==> config.mk <==
export PLATFORM = sky130hd
export DESIGN_NAME = pixel_dump_reg
export DESIGN_NICKNAME = d
export VERILOG_FILES = /design/src/rtl/pixel_dump_pkg.sv /design/src/rtl/frame_pos_tracker.sv /design/src/rtl/dump_pointer.sv /design/src/rtl/grab_ctrl.sv /design/src/rtl/pixel_dump_reg.sv
export SDC_FILE = /design/constraint.sdc
export NUM_CORES = 1
export LEC_CHECK = 0
export CORE_MARGIN = 4
export CORE_UTILIZATION = 45
export DETAILED_ROUTE_END_ITERATION = 8
export GPL_TIMING_DRIVEN = 0
export HOLD_SLACK_MARGIN = 0.05
export PLACE_DENSITY = 0.66
export SLEW_MARGIN = 20
export SYNTH_ARGS = -nofsm -noshare
export SYNTH_HDL_FRONTEND = slang
export SYNTH_SLANG_ARGS = --single-unit
==> constraint.sdc <==
create_clock -name clk -period 5.95 [get_ports clk]
set_input_delay 1.19 -clock clk [delete_from_list [all_inputs] [get_ports clk]]
set_output_delay 1.19 -clock clk [all_outputs]
set_load 0.01 [all_outputs]
==> src/rtl/pixel_dump_pkg.sv <==
package pixel_dump_pkg;

  localparam int PIX_W  = 6;
  localparam int WORD_W = PIX_W + 2;

  typedef enum logic [1:0] {
    GRAB_IDLE = 2'd0,
    GRAB_WAIT = 2'd1,
    GRAB_HUNT = 2'd2,
    GRAB_HELD = 2'd3
  } grab_state_e;

  // Next pointer position with wrap at the frame length.
  function automatic int unsigned ptr_step(int unsigned cur, int unsigned frame_len);
    if (cur + 1 >= frame_len) return 0;
    return cur + 1;
  endfunction

  // Register word: first flag, valid flag, pixel (zero when empty).
  function automatic logic [WORD_W-1:0] pack_word(logic held, logic at_first,
                                                  logic [PIX_W-1:0] pix);
    return {held & at_first, held, held ? pix : {PIX_W{1'b0}}};
  endfunction

endpackage

==> src/rtl/frame_pos_tracker.sv <==
module frame_pos_tracker #(
  parameter int IDX_W = 9
) (
  input  logic             clk,
  input  logic             rst_n,
  input  logic             pix_valid,
  input  logic             pix_sof,
  output logic [IDX_W-1:0] cur_idx
);
  logic [IDX_W-1:0] pos_q;

  // Before the first start marker the position is parked at all-ones,
  // which is never a legal pointer value.
  assign cur_idx = pix_sof ? '0 : pos_q;

  always_ff @(posedge clk) begin
    if (!rst_n) begin
      pos_q <= '1;
    end else if (pix_valid) begin
      if (cur_idx == '1) pos_q <= cur_idx;
      else               pos_q <= cur_idx + 1'b1;
    end
  end
endmodule

==> src/rtl/dump_pointer.sv <==
module dump_pointer
  import pixel_dump_pkg::*;
#(
  parameter int FRAME_PIXELS = 324,
  parameter int IDX_W        = 9
) (
  input  logic             clk,
  input  logic             rst_n,
  input  logic             clear,
  input  logic             advance,
  output logic [IDX_W-1:0] ptr_q
);
  logic [IDX_W-1:0] ptr_nx;

  always_comb begin
    ptr_nx = ptr_q;
    if (clear)        ptr_nx = '0;
    else if (advance) ptr_nx = IDX_W'(ptr_step(32'(ptr_q), 32'(FRAME_PIXELS)));
  end

  always_ff @(posedge clk) begin
    if (!rst_n) ptr_q <= '0;
    else        ptr_q <= ptr_nx;
  end
endmodule

==> src/rtl/grab_ctrl.sv <==
module grab_ctrl
  import pixel_dump_pkg::*;
(
  input  logic             clk,
  input  logic             rst_n,
  input  logic             rd_stb,
  input  logic             wr_stb,
  input  logic             pix_valid,
  input  logic             pix_sof,
  input  logic [PIX_W-1:0] pix_data,
  input  logic             idx_match,
  output logic             held,
  output logic [PIX_W-1:0] pix_q,
  output logic             restart,
  output logic             capture_fire
);
  grab_state_e state_q, state_nx;
  logic        searching;

  assign held = (state_q == GRAB_HELD);

  // An access restarts the search unless a search is already running
  // and the access is a read (an empty read leaves it alone).
  assign restart = wr_stb | (rd_stb & (state_q == GRAB_HELD || state_q == GRAB_IDLE));

  assign searching = (state_q == GRAB_HUNT) || (state_q == GRAB_WAIT && pix_sof);
  assign capture_fire = !restart && pix_valid && searching && idx_match;

  always_comb begin
    state_nx = state_q;
    if (restart) begin
      state_nx = GRAB_WAIT;
    end else if (capture_fire) begin
      state_nx = GRAB_HELD;
    end else if (state_q == GRAB_WAIT && pix_valid && pix_sof) begin
      state_nx = GRAB_HUNT;
    end
  end

  always_ff @(posedge clk) begin
    if (!rst_n) begin
      state_q <= GRAB_IDLE;
      pix_q   <= '0;
    end else begin
      state_q <= state_nx;
      if (restart)           pix_q <= '0;
      else if (capture_fire) pix_q <= pix_data;
    end
  end
endmodule

==> src/rtl/pixel_dump_reg.sv <==
module pixel_dump_reg
  import pixel_dump_pkg::*;
#(
  parameter int FRAME_PIXELS = 324
) (
  input  logic              clk,
  input  logic              rst_n,
  input  logic              pix_valid,
  input  logic              pix_sof,
  input  logic [5:0]        pix_data,
  input  logic              rd_stb,
  input  logic              wr_stb,
  output logic [7:0]        rd_data
);
  localparam int IDX_W = $clog2(FRAME_PIXELS + 1);

  logic [IDX_W-1:0] cur_idx;
  logic [IDX_W-1:0] ptr_q;
  logic             idx_match;
  logic             held;
  logic [PIX_W-1:0] pix_q;
  logic             restart;
  logic             capture_fire;
  logic             ptr_advance;

  frame_pos_tracker #(.IDX_W(IDX_W)) u_pos (
    .clk      (clk),
    .rst_n    (rst_n),
    .pix_valid(pix_valid),
    .pix_sof  (pix_sof),
    .cur_idx  (cur_idx)
  );

  assign idx_match   = (cur_idx == ptr_q);
  assign ptr_advance = rd_stb & ~wr_stb & held;

  dump_pointer #(.FRAME_PIXELS(FRAME_PIXELS), .IDX_W(IDX_W)) u_ptr (
    .clk    (clk),
    .rst_n  (rst_n),
    .clear  (wr_stb),
    .advance(ptr_advance),
    .ptr_q  (ptr_q)
  );

  grab_ctrl u_grab (
    .clk         (clk),
    .rst_n       (rst_n),
    .rd_stb      (rd_stb),
    .wr_stb      (wr_stb),
    .pix_valid   (pix_valid),
    .pix_sof     (pix_sof),
    .pix_data    (pix_data),
    .idx_match   (idx_match),
    .held        (held),
    .pix_q       (pix_q),
    .restart     (restart),
    .capture_fire(capture_fire)
  );

  assign rd_data = pack_word(held, ptr_q == '0, pix_q);
endmodule

==> results of run 1 <==
stage by stage:
stage	hold WS, ns	util, %
2_1_floorplan	0.455	-
3_3_place_gp	0.465	54.0
3_5_place_dp	0.475	54.0
4_1_cts	0.499	55.5
5_1_grt	0.530	55.5
6_report	0.493	55.5
cell families (layout without fill, tap and decap cells):
family	count (synthesis)	count (layout)	synth area share, %
xor gates and xnor gates	3	3	1.48
adders and majority gates	6	6	4.23
and+or+nand+nor	108	108	31.7
buffers and inverters	27	50	7.13
muxes	7	7	3.95
DFF	26	26	29.4
AOI/OAI and AO/OA	60	60	22.2
power by group:
group	leakage, uW	internal [uW]	switching, uW
clock	0.0000288	59.4	61.4
sequential	0.000212	180	6.83
combinational	0.000560	24.2	24.1
registers in the layout (all words and copies together) (netlist names):
register / flops
u_pos.pos_q: 9
u_ptr.ptr_q: 9
u_grab.pix_q: 6
u_grab.state_q: 2
worst min-delay path, stage by stage (launching register included):
cell,delay (ns)
dfxtp_1,0.33
mux2i_1,0.06
nor2_1,0.07
cell usage in the layout, fill, tap and decap left out, drive strengths merged, types with 3 or more instances in the layout:
| cell type | synthesis | layout |
|---|---|---|
| nand2 | 28 | 28 |
| dfxtp | 26 | 26 |
| clkdlybuf4s50 | 0 | 19 |
| nor2 | 17 | 17 |
| o21ai | 16 | 16 |
| clkbuf | 11 | 15 |
| and2 | 12 | 12 |
| nand3 | 12 | 12 |
| a21oi | 12 | 12 |
| inv | 8 | 8 |
| a31oi | 8 | 8 |
| buf | 8 | 8 |
| nor3 | 7 | 7 |
| mux2i | 7 | 7 |
| ha | 6 | 6 |
| and3 | 6 | 6 |
| nor2b | 5 | 5 |
| nor4 | 5 | 5 |
| nand4 | 3 | 3 |
| nand3b | 3 | 3 |
| o211ai | 3 | 3 |
| a211o | 3 | 3 |
cell type report:
class                           count  area (um2)
Sequential cell                    26         520
Inverter                            8        30.0
Fill cell                         391        1670
Tap cell                           48        60.1
Multi-Input combinational cell    184        1130
Clock buffer                        4        55.1
Timing Repair Buffer               19         190
Buffer                             19        96.3
path summary, 6_finish.rpt:
| kind | startpoint | end | slack, ns | cells past startpoint |
|---|---|---|---|---|
| setup / recovery | pix_sof | u_pos.pos_q[5]$_SDFFE_PN1P_ | 2.12 | 11 |
| hold / removal | u_grab.pix_q[5]$_SDFFE_PP0P_ | u_grab.pix_q[5]$_SDFFE_PP0P_ | 0.49 | 2 |
| setup reg to reg | u_grab.state_q[0]$_SDFFE_PN0P_ | u_grab.pix_q[4]$_SDFFE_PP0P_ | 3.70 | 8 |
| hold reg to reg | u_grab.pix_q[5]$_SDFFE_PP0P_ | u_grab.pix_q[5]$_SDFFE_PP0P_ | 0.49 | 2 |
metal layers:
metal  global-route usage, %  up-vias  routed length (um)
met5                       0        -                   0
met3                    2.70        4                 216
li1                        -      905                   -
met2                    25.2       47                1820
met4                    5.01        0                  53
met1                    26.4      816                2190
==> impl_metrics.toml, run 1 <==
[final_layout]
instances_no_fill = 308
num_antenna_cells = 0
final_nets = 279
drive_above_1_share_pct = 5.77
area_delta_synth_final_pct = 17.2
stdcell_area_mm2 = 0.00208

[clock_network]
ctsHtreeMaxLevel = 1
cts_tree = "done"
cts_setup_buffers = 0
cts.sinks = 26
cts-root-buf = "clkbuf_8"
cts_buffer_depth = 2
cts_hold_buf = 0
clock_latency_ns = 0.28
cts_inserted_buffers = 3
post_cts_resized = 0
clkTransAtPathRegs_ns = 0.10

[global_routing]
gr-usage-all-layers_pct = 17.4
antenna_found_initial = 0
grt_pass1_wl_um = 7250
grt_max_degree = 15
grt_overflow_total = 0
grt_pass1_vias = 1516

[hold_path]
hp-class = "register to register"

[place]
portBuffers = 19
dp_worst_setup_slack_ns = 1.89
place_area_mm2 = 0.00202
gp_congestion = 0.885
hpwlAfterDp_um = 3110
place_inst = 304

[synthesis]
yosysSeqAreaShare_pct = 29.4
syn_area_per_cell_um2 = 7.48
synth_edf_count = 0
async_reset_ff_share_pct = 0
netlist_top_cells_count = "nand2_1 (28), dfxtp_1 (26), nor2_1 (17)"
yosysWarningCount = 0
synth_area_leaders = "dfxtp_1 (29%), nand2_1 (5.9%), o21ai_0 (4.5%), and2_1 (4.2%), ha_1 (4.2%)"
netlist.area_leader.share_pct = 29.4
synth_seq_cells = 26
synth_top_area_cell = "dfxtp_1"
synth_flop_cell = "dfxtp_1"
syn-cell-area_mm2 = 0.00177
synthesis.nets = 255
syn_inst = 237
ys_types = 50
synth_most_common_cell = "nand2_1"

[floorplanning]
dieArea_mm2 = 0.00501
die_h_um = 70.8
die_x_um = 70.8
initial_core_util_pct = 47.4
row_count = 22
ios = 20
core_area_mm2 = 0.00374

[setup_path]
cp_cell_sequence = "clkdlybuf4s50_1, clkbuf_1, clkbuf_1, nor2b_1, ha_1, and3b_1, nand4_1, and2_1, a31oi_1, o21ai_0, o311ai_0"
start_kind = "primary input"
cp.arrival_ns = 3.95
path_class = "primary input to register"
slowest_delay_ns = 0.59
crit_path_end_kind = "register"
crit_required_ns = 6.07
worst-path-buf-inv = 3
worstPathMaxFanout = 10
crit_top_cell = "clkbuf_1"
critPathTopFamily = "buffers and inverters"
critPathSlowestCell = "clkdlybuf4s50_1"

[timing]
min_period_ns = 3.83
grt_setup_unrepaired = "false"
slew_viol_final = 0
fin_tns_setup_ns = 0
clock.fmax_mhz = 261
hold_viol = 0
fin_crit_sh_pct = 64.3
setup_violations = 0
fin_ws_ns = 2.12
slew_headroom_pct = 66.3
worstMarginPinSlew_ns = 0.505
finalClockSkew_ns = 0.00321

[flow_run]
cap_violations = 0

[detailed_routing]
remaining_drc_errors = 0
firstDrtPassIters = 4
wl_per_cell_um = 13.9
finalWirelength_um = 4280
routed_via_density = 5.75
drt-initial-drc-count = 114
antenna_left = 0
via_count = 1772

[run_status]
status = "complete, no violations"

[power_and_ir_drop]
total_power_uw = 356
power_density_mw_per_mm2 = 171
max-vdd-ir-drop_mv = 0.0902
leakage_uw = 0.000801
No activity file was read; power rests on OpenSTA's default activity.
==> run 2, diff against run 1 <==
--- a/config.mk
+++ b/config.mk
@@ -10,7 +10,7 @@
 export DETAILED_ROUTE_END_ITERATION = 8
 export GPL_TIMING_DRIVEN = 0
 export HOLD_SLACK_MARGIN = 0.05
-export PLACE_DENSITY = 0.66
+export PLACE_DENSITY = 0.69
 export SLEW_MARGIN = 20
 export SYNTH_ARGS = -nofsm -noshare
 export SYNTH_HDL_FRONTEND = slang
==> constraint.sdc (replaced) <==
create_clock -name clk -period 3.25 [get_ports clk]
set_input_delay 0.65 -clock clk [delete_from_list [all_inputs] [get_ports clk]]
set_output_delay 0.65 -clock clk [all_outputs]
set_load 0.01 [all_outputs]
==> run 2 against run 1 <==
Compared with the run above: wire length is 1.8% lower; non-clock buffer count is 1 higher; hold slack better by 0.0091 ns; total power is 98% higher; clock power is 120% higher; critical endpoint unchanged.
==> impl_metrics.toml, run 2 (synthesis results as in run 1) <==
[run_status]
status = "complete, no violations"

[hold_path]
hp-class = "register to register"

[final_layout]
drive_above_1_share_pct = 6.90
area_delta_synth_final_pct = 18.7
num_antenna_cells = 0
stdcell_area_mm2 = 0.00210
instances_no_fill = 309
final_cell_mix = "nand2_1 (28), dfxtp_1 (26), clkdlybuf4s50_1 (19)"
final_nets = 280
top_regs = "u_pos.pos_q (9), u_ptr.ptr_q (9), u_grab.pix_q (6)"
final.fill_count = 388
final_core_util_pct = 56.2
layout_commonest_cell = "nand2_1"

[power_and_ir_drop]
leakage_uw = 0.000818
total_power_uw = 703
power_density_mw_per_mm2 = 334
max-vdd-ir-drop_mv = 0.218

[timing]
fin_crit_sh_pct = 90.7
clock.fmax_mhz = 339
min_period_ns = 2.95
slew_headroom_pct = 68.3
hold_viol = 0
grt_setup_unrepaired = "false"
fin_ws_ns = 0.302
setup_violations = 0
slew_viol_final = 0
finalClockSkew_ns = 0.00833
worstMarginPinSlew_ns = 0.475

[detailed_routing]
wl_per_cell_um = 13.6
routed_via_density = 5.79
firstDrtPassIters = 4
remaining_drc_errors = 0
finalWirelength_um = 4200
via_count = 1790
drt-initial-drc-count = 127
antenna_left = 0

[floorplanning]
initial_core_util_pct = 47.4
dieArea_mm2 = 0.00501
core_area_mm2 = 0.00374
row_count = 22
die_x_um = 70.8
die_h_um = 70.8
ios = 20

[flow_run]
cap_violations = 0

[global_routing]
grt_pass1_wl_um = 7310
grt_max_degree = 16
grt_pass1_vias = 1565
grt_overflow_total = 0
antenna_found_initial = 0
gr-usage-all-layers_pct = 17.4

[clock_network]
clkTransAtPathRegs_ns = 0.10
cts_tree = "done"
cts_buffer_depth = 2
ctsHtreeMaxLevel = 1
clock_latency_ns = 0.27
cts_inserted_buffers = 3
cts-root-buf = "clkbuf_8"
cts_hold_buf = 0
cts.sinks = 26

[setup_path]
crit_path_end_kind = "register"
path_class = "primary input to register"
crit_required_ns = 3.38
start_kind = "primary input"
worstPathMaxFanout = 10
cp.arrival_ns = 3.08

[place]
portBuffers = 19
hpwlAfterDp_um = 3010
place_area_mm2 = 0.00202
gp_congestion = 0.905
place_inst = 304
dp_worst_setup_slack_ns = -0.288
-- run 2: cell count changes in the layout (fill, tap and decap cells not counted) --
cell,delta
clkbuf_8,-1
clkbuf_1,-2
buf_4,+1
clkbuf_2,+2
bufinv_16,+1
-- run 2: cell type report --
cell class / instances / area, um2 / share of cell area, %
multi-input combinational: 184 / 1130 / 53.5
sequential: 26 / 520 / 24.7
timing repair buffer: 20 / 198 / 9.39
buffer: 19 / 98.8 / 4.70
tap: 48 / 60.1 / 2.85
clock buffer: 3 / 41.3 / 1.96
clock inverter: 1 / 30.0 / 1.43
inverter: 8 / 30.0 / 1.43
-- run 2: stage by stage --
step	TNS, ns	hold WS (ns)
global route	0	0.532
finish	0	0.502
CTS	0	0.507
global placement	-0.626	0.472
detailed placement	-0.666	0.481
floorplan	0	0.455
-- run 2: path summary, 6_finish.rpt --
| check | start | end | slack, ns | cells after the start |
|---|---|---|---|---|
| hold / removal | u_grab.pix_q[0]$_SDFFE_PP0P_ | u_grab.pix_q[0]$_SDFFE_PP0P_ | 0.50 | 2 |
| setup reg to reg | u_ptr.ptr_q[1]$_SDFFE_PP0P_ | u_ptr.ptr_q[5]$_SDFFE_PP0P_ | 1.03 | 7 |
| setup / recovery | pix_sof | u_pos.pos_q[5]$_SDFFE_PN1P_ | 0.30 | 11 |
| hold reg to reg | u_grab.pix_q[0]$_SDFFE_PP0P_ | u_grab.pix_q[0]$_SDFFE_PP0P_ | 0.50 | 2 |
-- run 2: power breakdown --
group	internal [uW]	switching, uW	leakage, uW	total, uW
clock	165	107	0.0000357	272
sequential	329	12.3	0.000212	341
combinational	45.0	44.4	0.000570	89.4
total	539	164	0.000818	703
-- run 2: per-layer routing --
| metal | share of wire, % | GRT usage [%] |
|---|---|---|
| met1 | 50 | 25.8 |
| met2 | 44 | 26.3 |
| met3 | 5.1 | 2.41 |
| met4 | 0.64 | 5.01 |
| met5 | 0 | 0 |
-- run 2: critical path, cell delays in order --
cell and delay [ns]:
clkdlybuf4s50_1 0.60, clkbuf_2 0.26, clkbuf_2 0.24, nor2b_1 0.09, ha_1 0.22, and3b_1 0.20
nand4_1 0.20, and2_1 0.20, a31oi_1 0.09, o21ai_0 0.17, o311ai_0 0.14
-- run 2: what timing repair did --
item                                    CTS  global route
buffers inserted                          0             1
endpoints found under the hold margin     0             0
resized for setup                         0             4
endpoints found under the setup margin    0             4
==> run 3, diff against run 2 <==
--- a/config.mk
+++ b/config.mk
@@ -5,6 +5,7 @@
 export SDC_FILE = /design/constraint.sdc
 export NUM_CORES = 1
 export LEC_CHECK = 0
+export CORE_ASPECT_RATIO = 1.5
 export CORE_MARGIN = 4
 export CORE_UTILIZATION = 45
 export DETAILED_ROUTE_END_ITERATION = 8
==> run 3 against run 2 <==
Compared with the run above: first-iteration DRC count shrank 24%; combinational power shrank 2%; global-route usage grew 0.41 points; sequential share of layout area grew 0.36 points; register-to-register slack lost 0.03 ns; clock skew shrank 0.0054 ns; hold slack lost 0.0056 ns; final cell count shrank 1.9%; non-clock buffer count shrank 1; sequential power is essentially flat; critical path type unchanged; critical endpoint unchanged.
==> impl_metrics.toml, run 3 (synthesis results as in run 1) <==
[timing]
setup_violations = 0
finalClockSkew_ns = 0.00291
slew_viol_final = 0
fin_crit_sh_pct = 92.1
min_period_ns = 2.99
clock.fmax_mhz = 334
slew_headroom_pct = 67.0
worstMarginPinSlew_ns = 0.495
hold_viol = 0
grt_setup_unrepaired = "false"
fin_tns_setup_ns = 0

[setup_path]
crit_path_end_kind = "register"
crit_required_ns = 3.37
path_class = "primary input to register"
worstPathMaxFanout = 10
cp.arrival_ns = 3.12
start_kind = "primary input"

[floorplanning]
core_area_mm2 = 0.00375
ios = 20
row_count = 27
dieArea_mm2 = 0.00503
die_h_um = 84.9
die_x_um = 59.3
initial_core_util_pct = 47.3

[final_layout]
final_cell_mix = "nand2_1 (28), dfxtp_1 (26), clkdlybuf4s50_1 (19)"
instances_no_fill = 303
area_delta_synth_final_pct = 17.0
layout_commonest_cell = "nand2_1"
final_nets = 279
drive_above_1_share_pct = 6.54
num_antenna_cells = 0
top_regs = "u_pos.pos_q (9), u_ptr.ptr_q (9), u_grab.pix_q (6)"
final.fill_count = 379

[global_routing]
grt_pass1_wl_um = 7290
grt_max_degree = 15
grt_pass1_vias = 1639
grt_overflow_total = 0
gr-usage-all-layers_pct = 17.9
antenna_found_initial = 0

[flow_run]
cap_violations = 0

[place]
portBuffers = 19
place_inst = 299
gp_congestion = 0.898
hpwlAfterDp_um = 3170

[clock_network]
post_cts_resized = 0
cts.sinks = 26
cts-root-buf = "clkbuf_8"
cts_inserted_buffers = 3
ctsHtreeMaxLevel = 1
clkTransAtPathRegs_ns = 0.09
clock_latency_ns = 0.27
cts_setup_buffers = 0
cts_tree = "done"
cts_buffer_depth = 2
cts_hold_buf = 0

[detailed_routing]
drt-initial-drc-count = 96
remaining_drc_errors = 0
routed_via_density = 5.88
via_count = 1782
firstDrtPassIters = 4
wl_per_cell_um = 14.2
antenna_left = 0
finalWirelength_um = 4310

[power_and_ir_drop]
power_density_mw_per_mm2 = 311
leakage_uw = 0.000807
max-vdd-ir-drop_mv = 0.244

[hold_path]
hp-class = "register to register"

[run_status]
status = "complete, no violations"
run 3: changes by cell type in the layout (fill, tap and decap cells not counted):
cell,before,now
buf_4,2,1
bufinv_16,1,0
clkbuf_8,3,4
run 3: power by group:
group	total, uW	internal (uW)	switching (uW)	leakage (uW)
Sequential	342	329	13.2	0.000212
Combinational	88.0	44.7	43.3	0.000566
Clock	214	108	106	0.0000288
Total	645	482	163	0.000807
run 3: path summary, 6_finish.rpt:
kind                                  startpoint                           end  slack (ns)  depth (start not counted)
setup / recovery                         pix_sof   u_pos.pos_q[5]$_SDFFE_PN1P_        0.26                         11
hold / removal      u_grab.pix_q[0]$_SDFFE_PP0P_  u_grab.pix_q[0]$_SDFFE_PP0P_        0.50                          2
setup reg to reg  u_grab.state_q[0]$_SDFFE_PN0P_  u_grab.pix_q[1]$_SDFFE_PP0P_        1.00                          8
hold reg to reg     u_grab.pix_q[0]$_SDFFE_PP0P_  u_grab.pix_q[0]$_SDFFE_PP0P_        0.50                          2
run 3: area by class of cell:
class / count / area, um2 / area share [%]
Sequential cell: 26 / 520 / 25.1
Buffer: 19 / 98.8 / 4.76
Timing Repair Buffer: 19 / 190 / 9.17
Clock buffer: 4 / 55.1 / 2.65
Multi-Input combinational cell: 184 / 1130 / 54.3
Inverter: 8 / 30.0 / 1.45
Tap cell: 43 / 53.8 / 2.59
run 3: layer usage:
metal	GRT usage [%]	part of all wire, %	wire length [um]
met2	30.1	50	2150
met5	0	0	0
met3	1.98	2.2	94
met1	22.5	45	1960
met4	7.01	2.4	102
run 3: stage by stage:
| step | hold WS [ns] | cell area (um2) | worst slack, ns | util (%) | total power [uW] |
|---|---|---|---|---|---|
| 4_1_cts | 0.506 | 2070 | 0.0265 | 55.3 | 653 |
| 2_1_floorplan | 0.455 | 1770 | 0.771 | - | 405 |
| 3_5_place_dp | 0.481 | 2020 | -0.264 | 53.8 | 437 |
| 6_report | 0.497 | 2070 | 0.257 | 55.3 | 645 |
| 5_1_grt | 0.540 | 2070 | 0.0439 | 55.3 | 676 |
| 3_3_place_gp | 0.467 | 2020 | -0.264 | 53.8 | 436 |
run 3: critical path, stage by stage:
cell             delay, ns
clkdlybuf4s50_1       0.59
clkbuf_2              0.25
clkbuf_2              0.24
nor2b_1               0.09
ha_1                  0.23
and3b_1               0.20
nand4_1               0.26
and2_1                0.22
a31oi_1               0.09
o21ai_0               0.17
o311ai_0              0.14
